File: config.mk
export PLATFORM = sky130hd
export DESIGN_NAME = page_map_remap
export DESIGN_NICKNAME = d
export VERILOG_FILES = /design/src/rtl/pmr_pkg.sv /design/src/rtl/pmr_encode.sv /design/src/rtl/pmr_decode.sv /design/src/rtl/pmr_table.sv /design/src/rtl/page_map_remap.sv
export SDC_FILE = /design/constraint.sdc
export NUM_CORES = 2
export LEC_CHECK = 0
export BUFFER_PORTS_ARGS = -buffer_cell sky130_fd_sc_hd__buf_2
export CAP_MARGIN = 20
export CORE_MARGIN = 2
export CORE_UTILIZATION = 25
export CTS_CLUSTER_DIAMETER = 40
export CTS_CLUSTER_SIZE = 16
export DETAILED_ROUTE_END_ITERATION = 8
export PLACE_DENSITY = 0.46
export SETUP_SLACK_MARGIN = 0.5
export SLEW_MARGIN = 15
export SYNTH_ARGS = -nofsm -noshare
export SYNTH_HDL_FRONTEND = slang
export SYNTH_HIERARCHICAL = 1
export SYNTH_SLANG_ARGS = --single-unit
File: constraint.sdc
create_clock -name clk -period 5.53 [get_ports clk]
set_input_delay 0.8295 -clock clk [delete_from_list [all_inputs] [get_ports clk]]
set_output_delay 0.8295 -clock clk [all_outputs]
set_load 0.005 [all_outputs]
File: src/rtl/pmr_pkg.sv
// Shared types for the page map flag remapping unit.
// Assumes: three flag bits per entry; widths of page fields come from
// the parameters of the modules that use these types.
package pmr_pkg;

    typedef enum logic [1:0] {
        OP_WRITE = 2'b00,
        OP_READ  = 2'b01,
        OP_SETF  = 2'b10,
        OP_RSVD  = 2'b11
    } op_e;

    typedef struct packed {
        logic wp;
        logic dirty;
        logic refd;
    } flags_t;

endpackage

File: src/rtl/pmr_encode.sv
// Write-path translation: software flags + real page -> stored form.
// The combination write-protect+dirty+referenced is stored with dirty
// cleared and the substitute dirty bit (page MSB) set. Referenced is never
// stored directly; need_touch asks for a later access that sets it.
// Assumes: purely combinational, RP_W real-page bits.
module pmr_encode
    import pmr_pkg::*;
#(
    parameter int RP_W = 15
) (
    input  flags_t          req,
    input  logic [RP_W-1:0] rpage,
    output logic            st_wp,
    output logic            st_dirty,
    output logic [RP_W:0]   st_page,
    output logic            need_touch
);

    logic all_three;

    // Detect the combination the storage side would misread as vacant.
    always_comb begin
        all_three  = req.wp & req.dirty & req.refd;
        st_wp      = req.wp;
        st_dirty   = req.dirty & ~all_three;
        st_page    = {all_three, rpage};
        need_touch = req.refd;
    end

endmodule

File: src/rtl/pmr_decode.sv
// Read-path translation: stored entry -> software word plus vacant flag.
// Folds the substitute dirty bit into dirty, reports pages beyond the
// software field as vacant (page 0), and applies the vacant page mode.
// Assumes: purely combinational, EXT_W >= 1.
module pmr_decode
    import pmr_pkg::*;
#(
    parameter int PAGE_W           = 12,
    parameter int EXT_W            = 3,
    parameter bit VACANT_PAGE_ZERO = 1'b0,
    localparam int RP_W            = PAGE_W + EXT_W,
    localparam int SW_W            = PAGE_W + 4
) (
    input  flags_t          st_flags,
    input  logic [RP_W:0]   st_page,
    output logic [SW_W-1:0] sw_word,
    output logic            vacant,
    output logic            oor
);

    logic              sub_dirty;
    logic              hw_vacant;
    logic [PAGE_W-1:0] low_page;

    // Classify the stored entry and build the software word.
    always_comb begin
        sub_dirty = st_page[RP_W];
        low_page  = st_page[PAGE_W-1:0];
        oor       = |st_page[RP_W-1:PAGE_W];
        hw_vacant = st_flags.wp & st_flags.dirty;
        vacant    = oor | hw_vacant;
        if (oor) begin
            sw_word = {1'b0, 1'b1, 1'b1, 1'b0, {PAGE_W{1'b0}}};
        end else if (hw_vacant) begin
            sw_word = {1'b0, 1'b1, 1'b1, 1'b0,
                       (VACANT_PAGE_ZERO ? {PAGE_W{1'b0}} : low_page)};
        end else begin
            sw_word = {1'b0, st_flags.wp, st_flags.dirty | sub_dirty,
                       st_flags.refd, low_page};
        end
    end

endmodule

File: src/rtl/pmr_table.sv
// Register array of stored map entries, one per virtual page.
// One combinational read port, one write port that always clears the
// referenced bit, and a touch port that only sets referenced.
// Assumes: write and touch never target the same cycle; reset makes every
// entry vacant (write-protect+dirty, page 0).
module pmr_table
    import pmr_pkg::*;
#(
    parameter int DEPTH = 64,
    parameter int ST_W  = 16,
    localparam int VA_W = $clog2(DEPTH)
) (
    input  logic            clk,
    input  logic            rst_n,
    input  logic [VA_W-1:0] rd_idx,
    output flags_t          rd_flags,
    output logic [ST_W-1:0] rd_page,
    input  logic            wr_en,
    input  logic [VA_W-1:0] wr_idx,
    input  logic            wr_wp,
    input  logic            wr_dirty,
    input  logic [ST_W-1:0] wr_page,
    input  logic            touch_en,
    input  logic [VA_W-1:0] touch_idx
);

    flags_t          ent_flags [DEPTH];
    logic [ST_W-1:0] ent_page  [DEPTH];

    for (genvar i = 0; i < DEPTH; i++) begin : g_ent
        // Per-entry storage: reset to vacant, write clears ref, touch sets it.
        always_ff @(posedge clk) begin
            if (!rst_n) begin
                ent_flags[i] <= '{wp: 1'b1, dirty: 1'b1, refd: 1'b0};
                ent_page[i]  <= '0;
            end else if (wr_en && wr_idx == VA_W'(i)) begin
                ent_flags[i] <= '{wp: wr_wp, dirty: wr_dirty, refd: 1'b0};
                ent_page[i]  <= wr_page;
            end else if (touch_en && touch_idx == VA_W'(i)) begin
                ent_flags[i].refd <= 1'b1;
            end
        end
    end

    // Read port.
    always_comb begin
        rd_flags = ent_flags[rd_idx];
        rd_page  = ent_page[rd_idx];
    end

    // a stored write leaves referenced clear in the entry it wrote.
    a_r4_write_clears_ref: assert property (@(posedge clk) disable iff (!rst_n)
        wr_en |=> !ent_flags[$past(wr_idx)].refd);

    // the substitute dirty bit never travels with a stored dirty bit.
    a_r3_sub_excludes_dirty: assert property (@(posedge clk) disable iff (!rst_n)
        (wr_en && wr_page[ST_W-1]) |-> !wr_dirty);

endmodule

File: src/rtl/page_map_remap.sv
// Page map flag remapping unit: command sequencer around the entry table.
// One command at a time: LOOK reads (and for writes, stores) the entry,
// TOUCH sets referenced, FIX rewrites an out-of-range entry as vacant,
// DONE holds the result until taken.
// Assumes: EXT_W >= 1, DEPTH >= 2.
module page_map_remap
    import pmr_pkg::*;
#(
    parameter int DEPTH            = 64,
    parameter int PAGE_W           = 12,
    parameter int EXT_W            = 3,
    parameter bit VACANT_PAGE_ZERO = 1'b0,
    parameter bit REWRITE_OOR      = 1'b1,
    localparam int VA_W            = $clog2(DEPTH),
    localparam int SW_W            = PAGE_W + 4,
    localparam int RP_W            = PAGE_W + EXT_W,
    localparam int ST_W            = RP_W + 1
) (
    input  logic              clk,
    input  logic              rst_n,
    input  logic              cmd_valid,
    output logic              cmd_ready,
    input  logic [1:0]        cmd_op,
    input  logic [VA_W-1:0]   cmd_vpage,
    input  logic [SW_W-2:0]   cmd_word,
    input  logic [EXT_W-1:0]  cmd_page_ext,
    output logic              res_valid,
    input  logic              res_ready,
    output logic [SW_W-1:0]   res_word,
    output logic              res_vacant
);

    localparam int RF_B = PAGE_W;
    localparam int DT_B = PAGE_W + 1;
    localparam int WP_B = PAGE_W + 2;

    typedef enum logic [2:0] {
        S_IDLE, S_LOOK, S_TOUCH, S_FIX, S_DONE
    } state_e;

    state_e            state_q, state_d;
    op_e               op_q;
    logic [VA_W-1:0]   vp_q;
    logic [SW_W-2:0]   word_q;
    logic [EXT_W-1:0]  ext_q;
    logic [SW_W-1:0]   res_word_q;
    logic              res_vac_q;

    flags_t            rd_flags;
    logic [ST_W-1:0]   rd_page;
    logic [SW_W-1:0]   dec_word;
    logic              dec_vac;
    logic              dec_oor;

    flags_t            req_flags;
    logic [RP_W-1:0]   enc_rp;
    logic              enc_wp, enc_dirty, enc_touch;
    logic [ST_W-1:0]   enc_page;

    logic              look_write, fix_write;
    logic              wr_en, wr_wp, wr_dirty, touch_en;
    logic [ST_W-1:0]   wr_page;

    pmr_table #(.DEPTH(DEPTH), .ST_W(ST_W)) u_table (
        .clk       (clk),
        .rst_n     (rst_n),
        .rd_idx    (vp_q),
        .rd_flags  (rd_flags),
        .rd_page   (rd_page),
        .wr_en     (wr_en),
        .wr_idx    (vp_q),
        .wr_wp     (wr_wp),
        .wr_dirty  (wr_dirty),
        .wr_page   (wr_page),
        .touch_en  (touch_en),
        .touch_idx (vp_q)
    );

    pmr_decode #(.PAGE_W(PAGE_W), .EXT_W(EXT_W),
                 .VACANT_PAGE_ZERO(VACANT_PAGE_ZERO)) u_decode (
        .st_flags (rd_flags),
        .st_page  (rd_page),
        .sw_word  (dec_word),
        .vacant   (dec_vac),
        .oor      (dec_oor)
    );

    pmr_encode #(.RP_W(RP_W)) u_encode (
        .req        (req_flags),
        .rpage      (enc_rp),
        .st_wp      (enc_wp),
        .st_dirty   (enc_dirty),
        .st_page    (enc_page),
        .need_touch (enc_touch)
    );

    // Requested flags and page: set-flags keeps the stored page.
    always_comb begin
        req_flags = '{wp: word_q[WP_B], dirty: word_q[DT_B], refd: word_q[RF_B]};
        if (op_q == OP_SETF) begin
            enc_rp = {{EXT_W{1'b0}}, dec_word[PAGE_W-1:0]};
        end else begin
            enc_rp = {ext_q, word_q[PAGE_W-1:0]};
        end
    end

    // Table access strobes for the current state.
    always_comb begin
        look_write = (state_q == S_LOOK) &&
                     ((op_q == OP_WRITE) || (op_q == OP_SETF && !dec_vac));
        fix_write  = (state_q == S_FIX);
        wr_en      = look_write | fix_write;
        wr_wp      = fix_write ? 1'b1 : enc_wp;
        wr_dirty   = fix_write ? 1'b1 : enc_dirty;
        wr_page    = fix_write ? '0   : enc_page;
        touch_en   = (state_q == S_TOUCH);
    end

    // Next-state choice.
    always_comb begin
        state_d = state_q;
        case (state_q)
            S_IDLE:  if (cmd_valid) state_d = S_LOOK;
            S_LOOK: begin
                if (look_write && enc_touch) begin
                    state_d = S_TOUCH;
                end else if (!look_write && op_q != OP_SETF &&
                             dec_oor && REWRITE_OOR) begin
                    state_d = S_FIX;
                end else begin
                    state_d = S_DONE;
                end
            end
            S_TOUCH: state_d = S_DONE;
            S_FIX:   state_d = S_DONE;
            S_DONE:  if (res_ready) state_d = S_IDLE;
            default: state_d = S_IDLE;
        endcase
    end

    // State, captured command and captured result.
    always_ff @(posedge clk) begin
        if (!rst_n) begin
            state_q    <= S_IDLE;
            op_q       <= OP_READ;
            vp_q       <= '0;
            word_q     <= '0;
            ext_q      <= '0;
            res_word_q <= '0;
            res_vac_q  <= 1'b0;
        end else begin
            state_q <= state_d;
            if (state_q == S_IDLE && cmd_valid) begin
                op_q   <= op_e'(cmd_op);
                vp_q   <= cmd_vpage;
                word_q <= cmd_word;
                ext_q  <= cmd_page_ext;
            end
            if (state_q == S_LOOK) begin
                res_word_q <= dec_word;
                res_vac_q  <= dec_vac;
            end
        end
    end

    assign cmd_ready  = (state_q == S_IDLE);
    assign res_valid  = (state_q == S_DONE);
    assign res_word   = res_word_q;
    assign res_vacant = res_vac_q;

    // a pending result holds steady until taken.
    a_r11_hold: assert property (@(posedge clk) disable iff (!rst_n)
        (res_valid && !res_ready) |=> (res_valid && $stable(res_word) && $stable(res_vacant)));

    // no new command is taken while a result is outstanding.
    a_r11_busy: assert property (@(posedge clk) disable iff (!rst_n)
        cmd_ready |-> !res_valid);

    // referenced is set only right after a stored write.
    a_r4_touch_follows_write: assert property (@(posedge clk) disable iff (!rst_n)
        touch_en |-> $past(wr_en));

    // a vacant result carries write-protect and dirty without referenced.
    a_r2_vacant_word: assert property (@(posedge clk) disable iff (!rst_n)
        (res_valid && res_vacant) |-> (res_word[WP_B] && res_word[DT_B] && !res_word[RF_B]));

    // the top bit of a result is always zero.
    a_r1_top_bit: assert property (@(posedge clk) disable iff (!rst_n)
        res_valid |-> !res_word[SW_W-1]);

endmodule

==> impl_metrics.json <==
{
  "cp.arrival_ns": 5.55,
  "cts.sinks": 1262,
  "ys_seq_elements": 1262,
  "status": "finished clean",
  "synth_edf_count": 1216,
  "ys_warn_count": 6,
  "ant_nets": 0,
  "regToRegStartpoint": "vp_q[2]",
  "layout-drive-gt1-share_pct": 25.6,
  "hold_end": "op_q[1]",
  "tns_ns": 0,
  "clock_latency_ns": 0.83,
  "synth_ff_type": "edfxtp_1",
  "die_w_um": 488,
  "fill_cells": 23000,
  "fin_total_pwr_mw": 27.6,
  "leakagePower_nw": 24.6,
  "timing.final.crit_share_pct": 88.0,
  "start_util_pct": 25.2,
  "viasPerCell": 4.59,
  "crit_type": "reg2reg",
  "yosys.cell_count.top_type": "edfxtp_1",
  "setup_viol": 0,
  "nets": 4288,
  "critPathMaxFanout": 48,
  "hold-path-cell-count": 3,
  "grt_pass1_vias": 35600,
  "netlist_area_um2": 58600,
  "die_height_um": 488,
  "worst_pin_slew_ns": 1.24,
  "cts_tree": "built",
  "critPathRequiredTime_ns": 6.21,
  "numCtsBuffers": 207,
  "syn_nets": 4114,
  "grt_max_degree": 71,
  "die_area_um2": 238000,
  "rows": 177,
  "critPathCaptureType": "flip-flop",
  "r2r-end": "u_table/ent_page[2][15]",
  "synthToLayoutAreaGrowth_pct": 23.1,
  "place_inst": 7164,
  "synth_cells": 4084,
  "clock-root-buffer": "clkbuf_16",
  "path_clk_slew_ns": 0.05,
  "io_buffer_count": 48,
  "dp_hpwl_mm": 120,
  "grt_first_pass_wirelength_mm": 267,
  "fin_cells": 7576,
  "r2r_slack_ns": 0.66,
  "critPathLaunchType": "flip-flop",
  "finClkSkew_ns": 0.0558,
  "period_needed_ns": 4.87,
  "yosys-top-cells-count": "1216 x edfxtp_1, 1065 x and2_1, 268 x mux4_2",
  "yosysTopAreaCellShare_pct": 62.3,
  "grt_overflow": 0,
  "core_um2": 233000,
  "antenna_found_initial": 12,
  "yosys-top-cells-area": "edfxtp_1 62%, and2_1 11%, mux4_2 10%",
  "drt-total-wl_mm": 187,
  "grt_usage_pct": 15.6,
  "cap_violations": 0,
  "cts_max_level": 4,
  "synth_top_area_cell": "edfxtp_1",
  "holdCritPathClass": "in2reg",
  "async_flop_share_pct": 0,
  "maxSlewViolCount": 0,
  "power_density_nw_per_um2": 383,
  "hp-start": "cmd_op[1]",
  "syn_avg_cell_area_um2": 14.3,
  "ys_seq_area_share_pct": 63.9,
  "routabilityCongestion": 0.851,
  "ir_drop_v": 0.000285,
  "rsz0062_at_grt": "false",
  "fmaxAchievable_mhz": 205,
  "drtIter0Drc": 2957,
  "clock_path_buffers": 3,
  "ios": 49,
  "worstRegToRegCells": 18,
  "yosysUniqueCellTypes": 52,
  "first_pass_iters": 5,
  "drcViolationCount": 0,
  "slew-limit-headroom_pct": 16.4,
  "final_hold_viol_count": 0,
  "vias": 34800,
  "wire_per_inst_um": 24.7
}
==> state kept, by name, summed over array words and instances, names as in the netlist <==
signal and flops:
res_vacant 1, op_q 2, u_table/ent_flags 192, ext_q 3
u_table/ent_page 1024, res_word 16, word_q 15, vp_q 6
state_q 3
==> power by group <==
part	internal (mW)	switching, mW
Combinational	1.28	2.50
Clock	8.00	4.92
Sequential	10.8	0.162
Total	20.1	7.58
==> how the worst max path moves through the flow <==
stage | startpoint | to | cells after the start
after floorplan | vp_q[0] | u_table/ent_flags[35][0] | 17
after global placement | vp_q[1] | u_table/ent_page[9][8] | 19
after detailed placement | vp_q[1] | u_table/ent_page[9][2] | 19
after CTS | vp_q[1] | u_table/ent_page[9][5] | 19
after global routing | vp_q[1] | u_table/ent_page[2][7] | 21
final | vp_q[2] | u_table/ent_page[2][15] | 18
==> metal layers <==
metal	global-route usage (%)	wire [um]	share of wire, %
met5	0	0	0
met1	22.0	84400	45
met2	24.6	86700	46
met3	2.36	10500	5.6
met4	4.78	5560	3.0
==> final cells by class <==
class                           count  area [um^2]  area share [%]
Clock buffer                      229         5280            7.32
Inverter                            5         18.8          0.0260
Antenna cell                        7         17.5          0.0243
Multi-Input combinational cell   2417        19600            27.2
Clock inverter                    159         1710            2.37
Tap cell                         3132         3920            5.43
Timing Repair Buffer              365         4140            5.73
Sequential cell                  1262        37500            51.9
==> metrics by stage <==
step           setup slack (ns)  utilization, %  hold slack [ns]  area [um^2]
2_1_floorplan            0.0330               -            0.424        58600
4_1_cts                   0.521            30.9            0.161        71900
3_3_place_gp              0.144            27.9            0.436        64800
3_5_place_dp              0.186            27.9            0.443        64900
5_1_grt                   0.535            31.0            0.192        72100
6_report                  0.661            31.0            0.225        72200
==> cell usage in the layout, fill, tap and decap left out, types with 13 or more instances in the layout <==
master / instances
nor3_1: 15
a22oi_1: 25
bufinv_16: 22
clkbuf_1: 21
dfxtp_1: 40
o21ai_0: 22
nor2b_1: 15
edfxtp_1: 1216
a211oi_1: 24
buf_2: 47
or3_1: 129
clkinv_1: 30
o221ai_1: 19
and2_2: 15
clkinvlp_4: 20
nor2_1: 161
buf_12: 113
buf_4: 196
o21ai_2: 64
nand3_1: 44
nand2b_1: 75
and2_1: 1049
a21oi_1: 13
mux2i_1: 88
clkinv_4: 24
clkbuf_16: 209
o22ai_1: 31
inv_6: 17
mux4_2: 268
clkinv_2: 31
nand2_1: 182
mux2_2: 52
==> cells by family (layout without fill, tap and decap cells) <==
logic type | count (synthesis) | after routing | synth area share, %
AND/OR/NAND/NOR | 1736 | 1736 | 17.0
other | 1 | 8 | 0.00640
AO/OA/AOI/OAI | 272 | 272 | 3.12
buffers and inverters | 405 | 758 | 3.15
flip-flops | 1262 | 1262 | 63.9
multiplexers | 408 | 408 | 12.8
==> worst max-delay path, stage by stage, from the launching register on <==
cell      delay [ns]
dfxtp_4         0.64
or3b_2          0.64
buf_4           0.24
o221ai_1        0.47
nor4_1          0.17
a21o_1          0.22
nor3_4          0.18
nand2_1         0.16
a21oi_2         0.18
nor2_1          0.06
nor2_1          0.19
buf_4           0.19
or3b_1          0.41
inv_1           0.08
nand2_1         0.08
buf_12          0.25
nor2_2          0.09
buf_4           0.23
and2_1          0.16
==> repair_timing <==
action                                  4_1_cts  5_1_grt
resized for setup                             2       10
cloned                                        0        1
endpoints found under the setup margin     1930      447
setup buffers                                 5       11
hold buffers                                  0        0
Power figures use the tool's default switching activity.
